**src/rtl/ptc_pkg.sv**
```systemverilog
`timescale 1ns/1ps
package ptc_pkg;
    // Outcome of one node comparison
    typedef enum logic [1:0] {
        CMP_EQ = 2'd0,
        CMP_LT = 2'd1,
        CMP_GT = 2'd2
    } cmp_e;

    // Number of nodes held by a level (levels count from 1)
    function automatic int level_nodes(input int lvl);
        return 1 << (lvl - 1);
    endfunction
endpackage

```
**src/rtl/ptc_level.sv**
```systemverilog
`timescale 1ns/1ps
module ptc_level #(
    parameter int PAT_W  = 8,
    parameter int LEVELS = 4,
    parameter int LVL    = 1
) (
    input  logic              clk,
    input  logic              rst_n,
    input  logic              ld_en,
    input  logic [LEVELS-1:0] ld_addr,
    input  logic [PAT_W-1:0]  ld_pat,
    input  logic              in_valid,
    input  logic [PAT_W-1:0]  in_pat,
    input  logic [LEVELS-1:0] in_node,
    input  logic              in_matched,
    output logic [LEVELS-1:0] out_node,
    output logic              out_matched
);
    import ptc_pkg::*;

    localparam int ENTRIES = level_nodes(LVL);
    localparam int MEM_N   = (ENTRIES < 2) ? 2 : ENTRIES;
    localparam int IDX_W   = $clog2(MEM_N);
    localparam logic [LEVELS-1:0] BASE = LEVELS'(ENTRIES);

    logic [PAT_W-1:0] mem_q [MEM_N];
    logic [PAT_W-1:0] mem_d [MEM_N];
    logic             wr_hit;
    logic [IDX_W-1:0] wr_idx;
    logic [IDX_W-1:0] rd_idx;
    logic [PAT_W-1:0] key;
    cmp_e             cmp;

    always_comb begin
        wr_hit = ld_en && ((ld_addr >> (LVL - 1)) == LEVELS'(1));
        wr_idx = IDX_W'(ld_addr - BASE);
        rd_idx = IDX_W'(in_node - BASE);
        mem_d  = mem_q;
        if (wr_hit) begin
            mem_d[wr_idx] = ld_pat;
        end
        key = mem_q[rd_idx];
        if (in_pat == key) begin
            cmp = CMP_EQ;
        end else if (in_pat < key) begin
            cmp = CMP_LT;
        end else begin
            cmp = CMP_GT;
        end
        out_node    = in_node;
        out_matched = in_matched;
        if (in_valid && !in_matched) begin
            if (cmp == CMP_EQ) begin
                out_matched = 1'b1;
            end else if (LVL < LEVELS) begin
                out_node = (in_node << 1) | LEVELS'(cmp == CMP_GT);
            end
        end
    end

    always_ff @(posedge clk) begin
        if (!rst_n) begin
            mem_q <= '{default: '0};
        end else begin
            mem_q <= mem_d;
        end
    end

    // a load aimed at this level is stored at the addressed slot
    assert_load_lands_R2: assert property (@(posedge clk) disable iff (!rst_n)
        wr_hit |=> mem_q[$past(wr_idx)] == $past(ld_pat));
endmodule

```
**src/rtl/ptc_counters.sv**
```systemverilog
`timescale 1ns/1ps
module ptc_counters #(
    parameter int LEVELS = 4,
    parameter int CNT_W  = 16
) (
    input  logic              clk,
    input  logic              rst_n,
    input  logic              inc_en,
    input  logic [LEVELS-1:0] inc_addr,
    input  logic              clr_en,
    input  logic [LEVELS-1:0] clr_addr,
    input  logic [LEVELS-1:0] rd_addr,
    output logic [CNT_W-1:0]  rd_cnt
);
    localparam int SLOTS = 1 << LEVELS;
    localparam logic [CNT_W-1:0] CNT_MAX = '1;

    logic [CNT_W-1:0] cnt_q [SLOTS];
    logic [CNT_W-1:0] cnt_d [SLOTS];

    always_comb begin
        cnt_d = cnt_q;
        if (inc_en && (cnt_q[inc_addr] != CNT_MAX)) begin
            cnt_d[inc_addr] = cnt_q[inc_addr] + CNT_W'(1);
        end
        if (clr_en) begin
            cnt_d[clr_addr] = '0;
        end
        cnt_d[0] = '0;
        rd_cnt   = cnt_d[rd_addr];
    end

    always_ff @(posedge clk) begin
        if (!rst_n) begin
            cnt_q <= '{default: '0};
        end else begin
            cnt_q <= cnt_d;
        end
    end

    // a full counter never wraps when hit again
    assert_no_wrap_R8: assert property (@(posedge clk) disable iff (!rst_n)
        (inc_en && !(clr_en && clr_addr == inc_addr) && cnt_q[inc_addr] == CNT_MAX)
        |=> cnt_q[$past(inc_addr)] == CNT_MAX);

    // a load clears the node counter at the next edge
    assert_load_clears_R2: assert property (@(posedge clk) disable iff (!rst_n)
        clr_en |=> cnt_q[$past(clr_addr)] == '0);
endmodule

```
**src/rtl/ptc_tree_counter.sv**
```systemverilog
`timescale 1ns/1ps
module ptc_tree_counter #(
    parameter int PAT_W  = 8,
    parameter int LEVELS = 4,
    parameter int CNT_W  = 16
) (
    input  logic              clk,
    input  logic              rst_n,
    input  logic              in_valid,
    input  logic [PAT_W-1:0]  in_pat,
    input  logic              ld_en,
    input  logic [LEVELS-1:0] ld_addr,
    input  logic [PAT_W-1:0]  ld_pat,
    input  logic [LEVELS-1:0] rd_addr,
    output logic [CNT_W-1:0]  rd_cnt,
    output logic              out_hit,
    output logic              out_miss,
    output logic [LEVELS-1:0] out_node
);
    typedef struct packed {
        logic              valid;
        logic [PAT_W-1:0]  pat;
        logic [LEVELS-1:0] node;
        logic              matched;
    } stage_t;

    typedef struct packed {
        logic [LEVELS-1:0] node;
        logic              matched;
    } step_t;

    typedef struct packed {
        logic              hit;
        logic              miss;
        logic [LEVELS-1:0] node;
    } result_t;

    stage_t  [LEVELS:1] st_q;
    stage_t  [LEVELS:1] st_d;
    step_t   [LEVELS:1] res;
    result_t            out_q;
    result_t            out_d;
    logic               clr_en;

    for (genvar k = 1; k <= LEVELS; k++) begin : g_lvl
        ptc_level #(
            .PAT_W (PAT_W),
            .LEVELS(LEVELS),
            .LVL   (k)
        ) u_level (
            .clk        (clk),
            .rst_n      (rst_n),
            .ld_en      (ld_en),
            .ld_addr    (ld_addr),
            .ld_pat     (ld_pat),
            .in_valid   (st_q[k].valid),
            .in_pat     (st_q[k].pat),
            .in_node    (st_q[k].node),
            .in_matched (st_q[k].matched),
            .out_node   (res[k].node),
            .out_matched(res[k].matched)
        );
    end

    always_comb begin
        st_d[1].valid   = in_valid;
        st_d[1].pat     = in_pat;
        st_d[1].node    = LEVELS'(1);
        st_d[1].matched = 1'b0;
        for (int k = 2; k <= LEVELS; k++) begin
            st_d[k].valid   = st_q[k-1].valid;
            st_d[k].pat     = st_q[k-1].pat;
            st_d[k].node    = res[k-1].node;
            st_d[k].matched = res[k-1].matched;
        end
        out_d.hit  = st_q[LEVELS].valid && res[LEVELS].matched;
        out_d.miss = st_q[LEVELS].valid && !res[LEVELS].matched;
        out_d.node = out_d.hit ? res[LEVELS].node : '0;
        clr_en     = ld_en && (ld_addr != '0);
    end

    always_ff @(posedge clk) begin
        if (!rst_n) begin
            st_q  <= '0;
            out_q <= '0;
        end else begin
            st_q  <= st_d;
            out_q <= out_d;
        end
    end

    ptc_counters #(
        .LEVELS(LEVELS),
        .CNT_W (CNT_W)
    ) u_counters (
        .clk     (clk),
        .rst_n   (rst_n),
        .inc_en  (out_d.hit),
        .inc_addr(res[LEVELS].node),
        .clr_en  (clr_en),
        .clr_addr(ld_addr),
        .rd_addr (rd_addr),
        .rd_cnt  (rd_cnt)
    );

    assign out_hit  = out_q.hit;
    assign out_miss = out_q.miss;
    assign out_node = out_q.node;

    // one result kind per input
    assert_hit_miss_excl_R6: assert property (@(posedge clk) disable iff (!rst_n)
        !(out_hit && out_miss));

    // a miss carries no node index
    assert_miss_node_zero_R6: assert property (@(posedge clk) disable iff (!rst_n)
        out_miss |-> out_node == '0);

    for (genvar k = 2; k <= LEVELS; k++) begin : g_chk
        // an unmatched word at stage k points at a node of level k
        assert_walk_depth_R3: assert property (@(posedge clk) disable iff (!rst_n)
            (st_q[k].valid && !st_q[k].matched) |-> ((st_q[k].node >> (k - 1)) == LEVELS'(1)));
        // a matched word carries a node from an earlier level
        assert_match_depth_R4: assert property (@(posedge clk) disable iff (!rst_n)
            (st_q[k].valid && st_q[k].matched)
            |-> (st_q[k].node != '0 && (st_q[k].node >> (k - 1)) == '0));
    end
endmodule

```
**config.mk**
```make
export PLATFORM = sky130hd
export DESIGN_NAME = ptc_tree_counter
export DESIGN_NICKNAME = d
export VERILOG_FILES = /design/src/rtl/ptc_pkg.sv /design/src/rtl/ptc_level.sv /design/src/rtl/ptc_counters.sv /design/src/rtl/ptc_tree_counter.sv
export SDC_FILE = /design/constraint.sdc
export NUM_CORES = 1
export LEC_CHECK = 0
export ABC_AREA = 1
export CAP_MARGIN = 15
export CELL_PAD_IN_SITES_DETAIL_PLACEMENT = 1
export CELL_PAD_IN_SITES_GLOBAL_PLACEMENT = 2
export CORE_AREA = 2 2 271 273
export DETAILED_ROUTE_END_ITERATION = 12
export DIE_AREA = 0 0 273 275
export PLACE_DENSITY = 0.8
export SLEW_MARGIN = 20
export SYNTH_ARGS = -nofsm -noshare
export SYNTH_HDL_FRONTEND = slang
export SYNTH_SLANG_ARGS = --single-unit
```
**constraint.sdc**
```tcl
create_clock -name clk -period 6 [get_ports clk]
set_input_delay 1.2 -clock clk [delete_from_list [all_inputs] [get_ports clk]]
set_output_delay 1.2 -clock clk [all_outputs]
set_load 0.005 [all_outputs]
```
# [Word-level counts from Yosys, hierarchy flattened]
# Index checks and enable logic that the tools add are counted.
[totals] reg_bits=427 inputBits=28 out_inout_bits=22 elab_cells=196
[classes] n_addsub=9 magnitude_cmp=21 eq_ne=11 muxes=60 bitwise_logic=16 reduce_logical=29
[ops] cell="two-way mux 240 bit" count=2
[ops] cell="bitwise mux 256 bit" count=1
[ops] cell="bitwise AND 240 bit" count=1
[ops] cell="NOT 240 bit" count=1
[ops] cell="binary-select mux 16 bit (select 4 bit)" count=2
[ops] cell="demux 16 bit (select 4 bit)" count=2
[ops] cell="two-way mux 8 bit" count=14
[ops] cell="two-way mux 16 bit" count=6
[ops] cell="bitwise mux 64 bit" count=1
[ops] cell="bitwise mux 16 bit" count=2
[ops] cell="bitwise mux 32 bit" count=1
[ops] cell="equality test 8 bit" count=4
[ops] cell="less-than comparator 8 bit" count=4
[ops] cell="binary-select mux 8 bit (select 3 bit)" count=1
[ops] cell="demux 8 bit (select 3 bit)" count=1
[ops] cell="two-way mux 2 bit" count=10
[ops] cell="two-way mux 4 bit" count=5
[ops] cell="logical AND 1 bit" count=18
[ops] cell="adder 16 x 1 -> 16 bit (second input constant)" count=1
[ops] cell="binary-select mux 8 bit (select 2 bit)" count=1
[ops] cell="demux 8 bit (select 1 bit)" count=2
[ops] cell="demux 8 bit (select 2 bit)" count=1
[ops] cell="inequality test 16 bit (second input constant)" count=1
[ops] cell=">= comparator 5 bit (second input constant)" count=3
[ops] cell="25 further kinds" count=61

# [Depth between registers and ports, before layout]
[depth] ltp_word=19 ltp_mapped=29 ltp_nobuf=24

# [Hierarchy]
# A second synthesis with hierarchy kept.
[unflattened] hier_cells=4177 hier_area_um2=24781.3
[modules_own_cells] module="ptc_counters" n_inst=1 cells_per_inst=2918 area_per_inst_um2=16119.2 seq_area_each_um2=4804.6
[modules_own_cells] module="ptc_level (g_lvl[4].u_level)" n_inst=1 cells_per_inst=577 area_per_inst_um2=3464.6 seq_area_each_um2=1281.2
[modules_own_cells] module="ptc_tree_counter" n_inst=1 cells_per_inst=185 area_per_inst_um2=1680.4 seq_area_each_um2=1161.1
[modules_own_cells] module="ptc_level (g_lvl[3].u_level)" n_inst=1 cells_per_inst=235 area_per_inst_um2=1642.8 seq_area_each_um2=640.6
[modules_own_cells] module="ptc_level (g_lvl[2].u_level)" n_inst=1 cells_per_inst=137 area_per_inst_um2=978.4 seq_area_each_um2=320.3
[modules_own_cells] module="ptc_level (g_lvl[1].u_level)" n_inst=1 cells_per_inst=125 area_per_inst_um2=895.9 seq_area_each_um2=320.3

# [Worst setup path after synthesis]
# Ideal clock, no wire load.
[synth_path] path_type="register to output" start="register st_q[43] (netlist name)" end="output rd_cnt[10]" t_arrival_ns=3.428 required_ns=4.800 path_slack_ns=1.372 stages_incl_launch_ff=27 path_buffers=6 path_cell_list="dfxtp_1 buf_6 inv_4 buf_6 nor2_2 buf_4 clkbuf_1 a22oi_1 nand3_1 o21ai_0 ha_1 nand4_1 nor2_1 a41o_1 nand2_1 inv_2 buf_1 nand3_2 inv_1 buf_2 nand2_1 nand4_1 nand2_1 nor2_1 nand2_1 nand3_1 nand2_1"
[synth_between] elab_chain_cells=19 elab_cells_between_ends=32 classes_between="add/sub: 2; order compare: 3; eq/ne: 2; mux: 18; bitwise: 3; reduce/logical: 4"
[synth_lines] item="start: declaration" line="ptc_tree_counter.sv:38" source="stage_t [LEVELS:1] st_q;"
[synth_lines] item="start signal: assignment" line="ptc_tree_counter.sv:87" source="st_q <= st_d;"
[synth_lines] item="subtractor 3 x 1 -> 3 bit" line="ptc_level.sv:37" source="rd_idx = IDX_W'(in_node - BASE);"
[synth_lines] item="NOT 3 -> 4 bit (not written as such)" line="ptc_level.sv:42" source="key = mem_q[rd_idx];"
[synth_lines] item="binary-select mux 8 bit (select 3 bit)" line="ptc_level.sv:42"
[synth_lines] item="two-way mux 8 bit (not written as such) (2 in series)" line="ptc_level.sv:42"
[synth_lines] item="less-than comparator 8 bit" line="ptc_level.sv:45" source="end else if (in_pat < key) begin"
[synth_lines] item="two-way mux 2 bit" line="ptc_level.sv:45"
[synth_lines] item="two-way mux 2 bit" line="ptc_level.sv:43" source="if (in_pat == key) begin"
[synth_lines] item="logical NOT 2 bit" line="ptc_level.sv:53" source="if (cmp == CMP_EQ) begin"
[synth_lines] item="two-way mux 1 bit" line="ptc_level.sv:53"
[synth_lines] item="two-way mux 1 bit" line="ptc_level.sv:52" source="if (in_valid && !in_matched) begin"
[synth_lines] item="logical AND 1 bit" line="ptc_tree_counter.sv:76" source="out_d.hit = st_q[LEVELS].valid && res[LEVELS].matched;"
[synth_lines] item="logical AND 1 bit" line="ptc_counters.sv:23" source="if (inc_en && (cnt_q[inc_addr] != CNT_MAX)) begin"
[synth_lines] item="two-way mux 240 bit *" line="ptc_counters.sv:23"
[synth_lines] item="bitwise AND 240 bit (no line)"
[synth_lines] item="two-way mux 240 bit *" line="ptc_counters.sv:26" source="if (clr_en) begin"
[synth_lines] item="binary-select mux 16 bit (select 4 bit) *" line="ptc_counters.sv:30" source="rd_cnt = cnt_d[rd_addr];"
[synth_lines] item="two-way mux 16 bit (not written as such) * (2 in series)" line="ptc_counters.sv:30"
[synth_lines] item="end: declaration" line="ptc_tree_counter.sv:15" source="output logic [CNT_W-1:0] rd_cnt,"
# Mark *: on every way between the ends. The rest lies on a longest branch, timed or not. The select of a mux whose other input is x is not followed.

# [Worst setup path after layout]
[layout_path] start="register st_q[43] (netlist name)" end="output rd_cnt[4]"
# The elaborated chain is that of the path after synthesis.

==> impl_metrics.csv <==
group,metric,value,unit
clock_tree,hold_buffers,0,
logic_synthesis,synth_top_cell_area_share,0.357,
clock_tree,numCtsBuffers,53,
setup_path,crit_path_end_kind,"output pin",
timing,slew_viol_final,0,
routing,wl_per_cell,20.7,um
floorplanning,start_util,0.328,
floorplanning,io_pins,50,
setup_path,cp_top_family,"simple AND/OR/NAND/NOR gates",
timing,setup_viol,0,
global_routing,grt_pass1_wl,156,mm
floorplanning,rows,99,
setup_path,startpoint_type,"register",
setup_path,critPathKind,"register to output pin",
logic_synthesis,synth_top_area_cell,"dfxtp_1",
finish,num-fill-cells,9617,
setup_path,required,4.80,ns
timing,tns,0,ns
power,leakagePower,13.7,nW
global_routing,grt_max_degree,139,
logic_synthesis,ys_seq_area_frac,0.357,
timing,hold_viol,0,
timing,period_minus_slack,5.89,ns
finish,antenna_cells,0,
routing,antenna_left,0,
finish,syn_to_final_growth,19.2,%
logic_synthesis,synth_most_common_cell,"nand2_1",
clock_tree,htree_num_levels,2,
global_routing,grt_remaining_overflow,0,
floorplanning,dieArea,0.0751,sq mm
logic_synthesis,synthFlopType,"dfxtp_1",
global_routing,grtUsageTotal,0.271,
power,vdd_drop_max,0.272,mV
routing,vias_per_cell,5.11,
setup_path,cp.arrival,4.69,ns
logic_synthesis,synth_cell_types,40,
logic_synthesis,synth_area_leaders,"dfxtp_1 36%, nand2_1 22%, nor2_1 11%, nand3_1 7.9%, inv_1 6.1%",
power,p_total,0.00691,W
logic_synthesis,yosysWarnings,0,
placed_design,place.gp.congestion,0.910,
finish,stdcell_count,4993,
clock_tree,path_clk_slew,0.06,ns
logic_synthesis,synth_nets,4007,
logic_synthesis,synthTopCellsByCount,"1397 x nand2_1, 681 x nor2_1, 423 x dfxtp_1",
min_path,hold_class,"register to register",
routing,drc,0,
placed_design,numPortBuffers,49,
placed_design,place_hpwl,68.3,mm
timing,tightest_slew,1.17,ns
clock_tree,cts_tree,"built",
clock_tree,clock_sinks,423,
finish,fin_nets,4050,
clock_tree,worstSkewPairLatency,0.63,ns
timing,hold_ws,0.424,ns
routing,vias,25500,
setup_path,path_max_fanout,15,
routing,wirelength,103,mm
logic_synthesis,avgSynthCellArea,6.01,sq um
floorplanning,die_w,273,um
logic_synthesis,syn_inst,3946,
finish,final_core_util,0.391,
routing,drt-pass1-iter-count,5,
global_routing,grt_pass1_vias,25600,
clock_tree,cts_buffer_depth,3,
clock_tree,ctsRootBufferMaster,"clkbuf_16",
timing,timing.final.crit_share,0.982,
logic_synthesis,syn_area,0.0237,sq mm
run_status,status,"completed",
floorplanning,die_h,275,um
global_routing,grt_antenna_before_repair,1,
power,powerDensity,245,mW/mm^2
floorplanning,core,0.0723,sq mm
logic_synthesis,ys_seq_elements,423,
finish,drive_gt1_frac,0.0977,
setup_path,cp_slowest_cell,"clkdlybuf4s50_1",
timing,fmax,170,MHz
run,drv_cap,0,
setup_path,worstPathCellList,"buf_8 > nor2_4 > buf_2 > a22oi_1 > nand3_1 > o21ai_0 > ha_1 > nand2_1 > nor2_1 > a41o_1 > nand2_4 > clkinv_8 > buf_8 > nand3_4 > buf_4 > nand2_1 > nand3_1 > nand2_1 > nand3_1 > nand2_1 > nand3_2 > nand2_1 > clkdlybuf4s50_1",
routing,first_iter_violations,1718,
timing,relSlewSlack,0.219,
setup_path,worst-path-buf-inv,6,
logic_synthesis,synth_edf_count,0,
setup_path,slowest_delay,0.52,ns
setup_path,crit_path_frequent_cell,"nand2_1",
logic_synthesis,async_reset_ff_frac,0,
timing,fin_skew,0.0353,ns
timing,rsz0062_at_grt,"true",
placed_design,dp_cells,4843,
## worst register-to-register path, stage by stage, from the launching register on
cell	delay, ns
dfxtp_4	0.40
buf_12	0.15
buf_16	0.16
o21ai_0	0.27
nand2_1	0.11
nand2_1	0.08
nand2_1	0.05
nand2_1	0.05
inv_1	0.04
nand2_1	0.08
ha_2	0.19
inv_1	0.08
nor3_2	0.15
nand2_1	0.14
nor2_4	0.24
buf_4	0.16
nand2_1	0.06
nand2_2	0.23
buf_4	0.26
nand2_1	0.08
nand3_1	0.10
nor2_1	0.06
## what timing repair did
action | in CTS | in global routing
gates cloned | 5 | 5
pin swaps | 8 | 25
setup buffers | 16 | 24
gates resized for setup | 53 | 91
setup endpoints to repair | 16 | 16
## where the power goes
| part | switching [W] | leakage [nW] | internal, W |
|---|---|---|---|
| registers | 0.0000285 | 3.42 | 0.00284 |
| logic | 0.000445 | 9.34 | 0.000191 |
| clock network | 0.00139 | 0.914 | 0.00202 |
| total | 0.00186 | 13.7 | 0.00505 |
## layer usage
| metal | vias to the layer above | track usage | wire length, um |
|---|---|---|---|
| li1 | 12300 | - | - |
| met1 | 12400 | 0.356 | 46300 |
| met2 | 615 | 0.458 | 48600 |
| met3 | 167 | 0.0290 | 4670 |
| met4 | 2 | 0.101 | 3610 |
| met5 | - | 0 | 15 |
## per-stage QoR
stage | setup WS (ns) | instance area (sq um)
2_1_floorplan | 1.37 | 23700
3_3_place_gp | 0.329 | 25300
3_5_place_dp | 0.260 | 25300
4_1_cts | -0.0346 | 27600
5_1_grt | -0.115 | 28300
6_report | 0.109 | 28300
## worst paths after layout
| kind | start | endpoint | slack, ns | cells after the start |
|---|---|---|---|---|
| hold reg to reg | g_lvl[1].u_level.mem_q[3]$_SDFFE_PN0P_ | g_lvl[1].u_level.mem_q[3]$_SDFFE_PN0P_ | 0.42 | 2 |
| setup reg to reg | st_q[43]$_SDFF_PN0_ | u_counters.cnt_q[72]$_SDFF_PN0_ | 2.70 | 21 |
| setup / recovery | st_q[43]$_SDFF_PN0_ | rd_cnt[4] | 0.11 | 23 |
| hold / removal | g_lvl[1].u_level.mem_q[3]$_SDFFE_PN0P_ | g_lvl[1].u_level.mem_q[3]$_SDFFE_PN0P_ | 0.42 | 2 |
## layout make-up
cell class / instances / area (sq um) / share of cell area
inverter: 409 / 1620 / 0.0573
multi-input combinational: 2876 / 12800 / 0.453
sequential: 423 / 8480 / 0.300
tap: 959 / 1200 / 0.0425
clock buffer: 78 / 1590 / 0.0563
clock inverter: 22 / 265 / 0.00939
timing repair buffer: 226 / 2300 / 0.0812
## flip-flops by register name, indices dropped and copies added (netlist names)
| register | count |
|---|---|
| out_miss | 1 |
| out_node | 4 |
| out_hit | 1 |
| st_q | 22 |
| st_d | 27 |
| u_counters.cnt_q | 240 |
| g_lvl.u_level.mem_q | 128 |
## layout by cell type (no fill, tap or decap), types with 4 or more instances in the layout
master and count:
buf_12 14, clkbuf_1 9, nand4_1 87, clkbuf_16 58, clkinv_1 6, clkdlybuf4s50_1 39, nand3_4 16, nand3_2 21
bufinv_16 4, a22oi_1 14, inv_2 5, dlymetal6s2s_1 5, nand2_1 1368, a21oi_1 33, mux2i_1 7, nand2_2 29
o22ai_1 4, a32o_1 7, nand3_1 355, nor2_2 16, clkinvlp_4 4, buf_2 4, ha_1 32, o21ai_1 6
buf_6 12, clkinv_2 11, nand2_4 4, buf_4 133, inv_4 4, nor2_4 9, dfxtp_1 420, o21ai_0 167
inv_1 382, buf_8 8, inv_6 7, nor3_1 10, clkbuf_8 15, nor2_1 674
## cell families after synthesis
group / synth area share
AO/OA/AOI/OAI: 0.0560
XOR/XNOR: 0.000370
adder cells (fa/ha/maj): 0.0174
buffers and inverters: 0.115
flip-flops: 0.357
multiplexers: 0.00296
AND/OR/NAND/NOR: 0.451
Power figures use the tool's default switching activity.
